$ cat src/rtl/failtag_pkg.sv
package failtag_pkg;

  localparam int NCLS  = 3;
  localparam int C_SBE = 0;
  localparam int C_DBE = 1;
  localparam int C_BUS = 2;

  typedef enum logic [2:0] {
    A_SBE   = 3'd0,
    A_DBE   = 3'd1,
    A_BUS   = 3'd2,
    A_FIRST = 3'd3,
    A_NEXT  = 3'd4
  } reg_addr_e;

  // Fixed priority for simultaneous errors: double-bit, bus, single-bit.
  function automatic logic [NCLS-1:0] pick_first(input logic [NCLS-1:0] s);
    logic [NCLS-1:0] r;
    r = '0;
    if (s[C_DBE])      r[C_DBE] = 1'b1;
    else if (s[C_BUS]) r[C_BUS] = 1'b1;
    else if (s[C_SBE]) r[C_SBE] = 1'b1;
    return r;
  endfunction

endpackage

$ cat src/rtl/failtag_slot.sv
module failtag_slot #(
  parameter int TAG_W = 8
) (
  input  logic             clk,
  input  logic             por,
  input  logic             hold,
  input  logic             stb,
  input  logic [TAG_W-1:0] tag_in,
  input  logic             rel,
  output logic             vld,
  output logic [TAG_W-1:0] tag,
  output logic             ret
);

  always_ff @(posedge clk) begin
    if (por) begin
      vld <= 1'b0;
      tag <= '0;
      ret <= 1'b0;
    end else begin
      ret <= 1'b0;
      if (!hold) begin
        if (rel && vld) begin
          vld <= 1'b0;
          ret <= 1'b1;
        end else if (stb && !vld) begin
          vld <= 1'b1;
          tag <= tag_in;
        end
      end
    end
  end

  a_r2_ignore_later: assert property (@(posedge clk) disable iff (por)
    (vld && !rel) |=> (vld && $stable(tag)));

  a_r2_first_load: assert property (@(posedge clk) disable iff (por)
    (stb && !vld && !rel && !hold) |=> (vld && tag == $past(tag_in)));

  a_r4_release: assert property (@(posedge clk) disable iff (por)
    (vld && rel && !hold) |=> (!vld && ret));

  a_r5_warm_hold: assert property (@(posedge clk) disable iff (por)
    hold |=> ($stable(vld) && $stable(tag) && !ret));

endmodule

$ cat src/rtl/failtag_status.sv
module failtag_status
  import failtag_pkg::*;
(
  input  logic            clk,
  input  logic            por,
  input  logic            hold,
  input  logic [NCLS-1:0] stb,
  input  logic            clr_first,
  input  logic            clr_next,
  input  logic [NCLS-1:0] wmask,
  output logic [NCLS-1:0] first,
  output logic [NCLS-1:0] next
);

  logic [NCLS-1:0] f_kept, win, first_d, next_d;

  always_comb begin
    f_kept  = first & ~(clr_first ? wmask : '0);
    win     = (f_kept == '0) ? pick_first(stb) : '0;
    first_d = f_kept | win;
    next_d  = (next & ~(clr_next ? wmask : '0)) | (stb & ~win);
  end

  always_ff @(posedge clk) begin
    if (por) begin
      first <= '0;
      next  <= '0;
    end else if (!hold) begin
      first <= first_d;
      next  <= next_d;
    end
  end

  a_r7_first_onehot: assert property (@(posedge clk) disable iff (por)
    $onehot0(first));

  a_r9_zero_write_keeps: assert property (@(posedge clk) disable iff (por)
    (clr_next && wmask == '0 && stb == '0) |=> $stable(next));

  for (genvar i = 0; i < NCLS; i++) begin : g_setwin
    a_r9_set_wins: assert property (@(posedge clk) disable iff (por)
      (stb[i] && !hold) |=> (first[i] || next[i]));
  end

endmodule

$ cat src/rtl/failtag_regif.sv
module failtag_regif
  import failtag_pkg::*;
#(
  parameter int TAG_W = 8,
  localparam int RD_W = TAG_W + 1
) (
  input  logic                  clk,
  input  logic                  por,
  input  logic                  hold,
  input  logic                  we,
  input  logic                  re,
  input  logic [2:0]            addr,
  input  logic [RD_W-1:0]       wdata,
  input  logic [NCLS-1:0]       cap_vld,
  input  logic [NCLS*TAG_W-1:0] cap_tag,
  input  logic [NCLS-1:0]       first,
  input  logic [NCLS-1:0]       next,
  output logic [NCLS-1:0]       rel,
  output logic                  clr_first,
  output logic                  clr_next,
  output logic [NCLS-1:0]       wmask,
  output logic [RD_W-1:0]       rdata,
  output logic                  rvalid
);

  logic            wr_ok;
  logic [RD_W-1:0] rd_mux;
  logic            unused_wdata;

  assign wr_ok        = we && !hold;
  assign clr_first    = wr_ok && (addr == A_FIRST);
  assign clr_next     = wr_ok && (addr == A_NEXT);
  assign wmask        = wdata[NCLS-1:0];
  assign unused_wdata = ^wdata;

  for (genvar i = 0; i < NCLS; i++) begin : g_rel
    assign rel[i] = wr_ok && (addr == 3'(i)) && wdata[TAG_W];
  end

  always_comb begin
    rd_mux = '0;
    case (addr)
      A_SBE, A_DBE, A_BUS:
        rd_mux = {cap_vld[addr[1:0]], cap_tag[addr[1:0]*TAG_W +: TAG_W]};
      A_FIRST: rd_mux[NCLS-1:0] = first;
      A_NEXT:  rd_mux[NCLS-1:0] = next;
      default: rd_mux = '0;
    endcase
  end

  always_ff @(posedge clk) begin
    if (por || hold) begin
      rdata  <= '0;
      rvalid <= 1'b0;
    end else begin
      rvalid <= re;
      if (re) rdata <= rd_mux;
    end
  end

  a_r11_read_latency: assert property (@(posedge clk) disable iff (por)
    (re && !hold) |=> rvalid);

  a_r5_warm_rd_zero: assert property (@(posedge clk) disable iff (por)
    hold |=> (!rvalid && rdata == '0));

endmodule

$ cat src/rtl/failtag_hold.sv
module failtag_hold
  import failtag_pkg::*;
#(
  parameter int TAG_W = 8
) (
  input  logic               clk,
  input  logic               por,
  input  logic               warm_rst,
  input  logic               sbe_stb,
  input  logic [TAG_W-1:0]   sbe_tag,
  input  logic               dbe_stb,
  input  logic [TAG_W-1:0]   dbe_tag,
  input  logic               bus_stb,
  input  logic [TAG_W-1:0]   bus_tag,
  input  logic               reg_we,
  input  logic               reg_re,
  input  logic [2:0]         reg_addr,
  input  logic [TAG_W:0]     reg_wdata,
  output logic [TAG_W:0]     reg_rdata,
  output logic               reg_rvalid,
  output logic [2:0]         pin_mask,
  output logic [3*TAG_W-1:0] pin_tags,
  output logic               retire_stb,
  output logic [TAG_W-1:0]   retire_tag
);

  logic [NCLS-1:0]       stb_v, rel, ret, vld;
  logic [NCLS*TAG_W-1:0] tin, tags;
  logic [NCLS-1:0]       first, next, wmask;
  logic                  clr_first, clr_next;

  assign stb_v = {bus_stb, dbe_stb, sbe_stb};
  assign tin   = {bus_tag, dbe_tag, sbe_tag};

  for (genvar i = 0; i < NCLS; i++) begin : g_slot
    failtag_slot #(.TAG_W(TAG_W)) u_slot (
      .clk    (clk),
      .por    (por),
      .hold   (warm_rst),
      .stb    (stb_v[i]),
      .tag_in (tin[i*TAG_W +: TAG_W]),
      .rel    (rel[i]),
      .vld    (vld[i]),
      .tag    (tags[i*TAG_W +: TAG_W]),
      .ret    (ret[i])
    );
  end

  failtag_status u_status (
    .clk       (clk),
    .por       (por),
    .hold      (warm_rst),
    .stb       (stb_v),
    .clr_first (clr_first),
    .clr_next  (clr_next),
    .wmask     (wmask),
    .first     (first),
    .next      (next)
  );

  failtag_regif #(.TAG_W(TAG_W)) u_regif (
    .clk       (clk),
    .por       (por),
    .hold      (warm_rst),
    .we        (reg_we),
    .re        (reg_re),
    .addr      (reg_addr),
    .wdata     (reg_wdata),
    .cap_vld   (vld),
    .cap_tag   (tags),
    .first     (first),
    .next      (next),
    .rel       (rel),
    .clr_first (clr_first),
    .clr_next  (clr_next),
    .wmask     (wmask),
    .rdata     (reg_rdata),
    .rvalid    (reg_rvalid)
  );

  assign pin_mask   = vld;
  assign pin_tags   = tags;
  assign retire_stb = |ret;

  always_comb begin
    retire_tag = '0;
    for (int i = 0; i < NCLS; i++)
      if (ret[i]) retire_tag = retire_tag | tags[i*TAG_W +: TAG_W];
  end

  a_r4_one_retire: assert property (@(posedge clk) disable iff (por)
    $onehot0(ret));

  a_r3_pin_release: assert property (@(posedge clk) disable iff (por)
    retire_stb |-> (pin_mask != $past(pin_mask)));

endmodule

$ cat config.mk
export PLATFORM = sky130hd
export DESIGN_NAME = failtag_hold
export DESIGN_NICKNAME = d
export VERILOG_FILES = /design/src/rtl/failtag_pkg.sv /design/src/rtl/failtag_slot.sv /design/src/rtl/failtag_status.sv /design/src/rtl/failtag_regif.sv /design/src/rtl/failtag_hold.sv
export SDC_FILE = /design/constraint.sdc
export NUM_CORES = 1
export LEC_CHECK = 0
export BUFFER_PORTS_ARGS = -buffer_cell sky130_fd_sc_hd__buf_2
export CORE_MARGIN = 1
export CORE_UTILIZATION = 30
export CTS_CLUSTER_SIZE = 40
export DETAILED_ROUTE_END_ITERATION = 7
export GPL_ROUTABILITY_DRIVEN = 0
export HOLD_SLACK_MARGIN = 0.12
export PLACE_DENSITY_LB_ADDON = 0.1
export SYNTH_ARGS = -nofsm -noshare
export SYNTH_HDL_FRONTEND = slang
export SYNTH_SLANG_ARGS = --single-unit
$ cat constraint.sdc
create_clock -name clk -period 2.1 [get_ports clk]
set_input_delay 0.42 -clock clk [delete_from_list [all_inputs] [get_ports clk]]
set_output_delay 0.42 -clock clk [all_outputs]
set_load 0.02 [all_outputs]
==> summary.md <==
| Metric | Value |
|---|---|
| Total wire length | 6500 um |
| Critical Path Max Stage Delay | 0.43 ns |
| Cell taking the most area after synthesis | dfxtp_1 |
| Critical R2R Launch | g_slot[2].u_slot.vld |
| Reg clk slew, reported paths | 0.09 ns |
| Leak pwr | 1.32 nW |
| Worst setup EP type | output pin |
| N_diodes | 0 |
| Switch share | 28.7% |
| Post-synthesis cell count | 236 |
| F_max | 559 MHz |
| Crit-path slowest cell | dfxtp_1 |
| Clock Power Share | 31.5% |
| HPWL after detailed placement | 4890 um |
| PD cells | 653 nW/um2 |
| Worst-path fanout max | 9 |
| Number of global-route vias before repair | 1907 |
| Yosys warnings | 0 |
| Cts repair resizes | 0 |
| Synth Cell Area | 2190 um2 |
| Post-DRT Antenna Nets | 0 |
| Via count | 2041 |
| Final hold vios | 0 |
| Hold path start | sbe_tag[6] |
| Final Slew Violations | 0 |
| Post-route cell area | 2810 um2 |
| Outcome | finished clean |
| Largest net degree at the start of global routing | 32 |
| Hold EP | g_slot[0].u_slot.tag[6] |
| Synth Net Count | 280 |
| Global-route wire length before repair | 9890 um |
| Setup slack, reg-to-reg | 0.74 ns |
| Commonest cells after routing, fill and taps aside | buf_2 (84), dfxtp_1 (46), nor2_1 (41), mux2i_1 (30), a22oi_1 (12) |
| Synth unique cells | 39 |
| Via/cell ratio | 4.91 |
| Num ports | 90 |
| Final Critical Period | 1.79 ns |
| Routed length per placed instance | 15.6 um |
| RSZ-0062 raised after global routing | no |
| Initial antenna violation count | 0 |
| Die W | 87.4 um |
| Setup-failing EPs final | 0 |
| CTS sink cnt | 46 |
| Ranking of synthesized cells by area | dfxtp_1 (42%), mux2i_1 (14%), nor2_1 (7.0%), a22oi_1 (4.1%), a222oi_1 (3.7%) |
| WHS Path Cells | 3 |
| H-tree levels | 2 |
| Clock skew | 0.00511 ns |
| Rows | 30 |
| Layout cells sized above 1 | 35.6% |
| Die H | 87.4 um |
| Number of port buffers | 84 |
| Final worst slack | 0.312 ns |
| Arrival @ worst endpoint | 1.37 ns |
| Nets@finish | 363 |
| Sequential power share | 51.7% |
| R2R cell count | 4 |
| GRT overflow | 0 |
| Gate power share | 16.8% |
| CTS buffer count | 5 |
| Max Cap Viol | 0 |
| 1st-iter DRT viols | 140 |
| Most common cell after layout, fill and taps aside | buf_2 |
| Sequential area share after synthesis | 42.1% |
| Hold Crit Class | primary input to flip-flop |
| Drt pass-1 iters | 4 |
| Critical Path RT | 1.68 ns |
| All-Layer GR Usage | 17.1% |
| Mean post-synth cell area | 9.26 um2 |
| Slew headroom | 65.0% |
| CTS Buffer Depth | 2 |
| DIE AREA | 7630 um2 |
| Area growth from synthesis to layout | 28.5% |
| Core area | 6910 um2 |
| Worst-path cell chain | a222oi_1, inv_1, buf_2 |
| Pre-CTS setup slack | 0.200 ns |
| Root buf cell | clkbuf_8 |
| Int Power | 1.31 mW |
| Final Util | 40.7% |
| Yosys reg bits | 46 |
| WS Path Type | flip-flop to output pin |
| Cts hold-fix bufs | 0 |
| Post-CTS Setup Bufs | 0 |
| Initial core utilization | 31.6% |
| CTS tree | built |
| Share of the synthesized area in the top cell type | 42.1% |
| Placement-stage cell area | 2720 um2 |
| FF-to-FF End | g_slot[2].u_slot.tag[7] |
| Startpoint types | flip-flop |
| Ratio of final minimum period to clock period | 85.1% |
| DRC Markers | 0 |
| Sum of negative setup slack | 0 ns |
| Maximum VDD drop | 0.000261 V |
| Worst-Margin Slew | 0.521 ns |
| Clk_lat worst skew | 0.30 ns |
| Filler cell count | 772 |
| P_sw | 0.526 mW |
-- kinds of logic after synthesis --
kind of cell / after synthesis / share of synthesized area, %
AND/OR/NAND/NOR: 76 / 17.5
buffers and inverters: 29 / 5.78
flip-flops: 46 / 42.1
multiplexers: 36 / 16.8
AO/OA/AOI/OAI: 49 / 17.8
-- state kept, by name (all words and copies together) (netlist names) --
name,flops
u_status.next,3
u_regif.rvalid,1
g_slot.u_slot.vld,3
u_status.first,3
g_slot.u_slot.ret,3
u_regif.rdata,9
g_slot.u_slot.tag,24
-- worst max-delay path: cells and delay by family (launching register included) --
family / cells / cell delay [ns]
DFF: 1 / 0.43
AOI/OAI and AO/OA: 1 / 0.38
buffers and inverters: 2 / 0.25
-- worst max path at each step --
stage                               from                 to  slack (ns)
floorplan                       warm_rst  u_status.first[0]        0.33
global placement             reg_addr[2]  u_status.first[0]        0.22
detailed placement           reg_addr[2]  u_status.first[0]        0.20
CTS                 g_slot[0].u_slot.ret      retire_tag[2]        0.31
global route        g_slot[0].u_slot.ret      retire_tag[3]        0.20
finish              g_slot[0].u_slot.ret      retire_tag[2]        0.31
-- stage by stage --
stage | instances | hold slack (ns) | total power, mW
final | 416 | 0.345 | 1.83
after global routing | 416 | 0.349 | 1.92
after CTS | 416 | 0.339 | 1.86
after detailed placement | 408 | 0.461 | 1.28
after global placement | 408 | 0.454 | 1.28
after floorplan | 236 | 0.432 | 1.15
-- cell type report --
cell class | count | area [um2] | area share [%]
multi-input cells | 161 | 1140 | 40.7
inverters | 12 | 45.0 | 1.60
clock inverters | 1 | 5.00 | 0.178
flip-flops and latches | 46 | 921 | 32.8
clock buffers | 7 | 86.3 | 3.07
well taps | 96 | 120 | 4.28
repair buffers | 93 | 488 | 17.4
-- per-layer routing --
layer | vias up | track usage, % | share of wire [%]
li1 | 1019 | - | -
met1 | 940 | 24.1 | 48
met2 | 74 | 25.0 | 43
met3 | 8 | 4.74 | 6.8
met4 | 0 | 5.66 | 1.5
met5 | - | 0 | 0
-- power groups by stage --
stage	combinational [mW]	clock (mW)	sequential [mW]
floorplan	0.163	0	0.990
global placement	0.307	0	0.969
detailed placement	0.310	0	0.968
CTS	0.311	0.597	0.948
global route	0.335	0.626	0.954
finish	0.309	0.578	0.948
-- cell usage after synthesis --
master and count:
buf_2 5, o22ai_1 2, o211ai_1 2, nor2b_1 4, o31ai_1 2, clkinv_1 1, mux2_2 6, nand3b_1 2
mux2i_1 30, inv_1 11, clkbuf_1 9, nor3b_1 2, and3_1 2, nand2b_1 1, o21ai_1 2, a31oi_1 2
and4b_1 1, o21ai_0 3, nor2_1 41, nand3_1 4, a21oi_1 3, o221a_2 3, or3_1 1, nand4bb_4 1
dfxtp_1 46, nand2_1 8, or4_4 1, nor4_1 1, o41ai_2 1, o21a_1 3, nand4_1 1, o2bb2ai_1 5
a222oi_1 8, a22oi_1 12, nor3_1 4, buf_4 3, nor4bb_1 1, a211oi_1 1, nor2_2 1
Power figures use the tool's default switching activity.
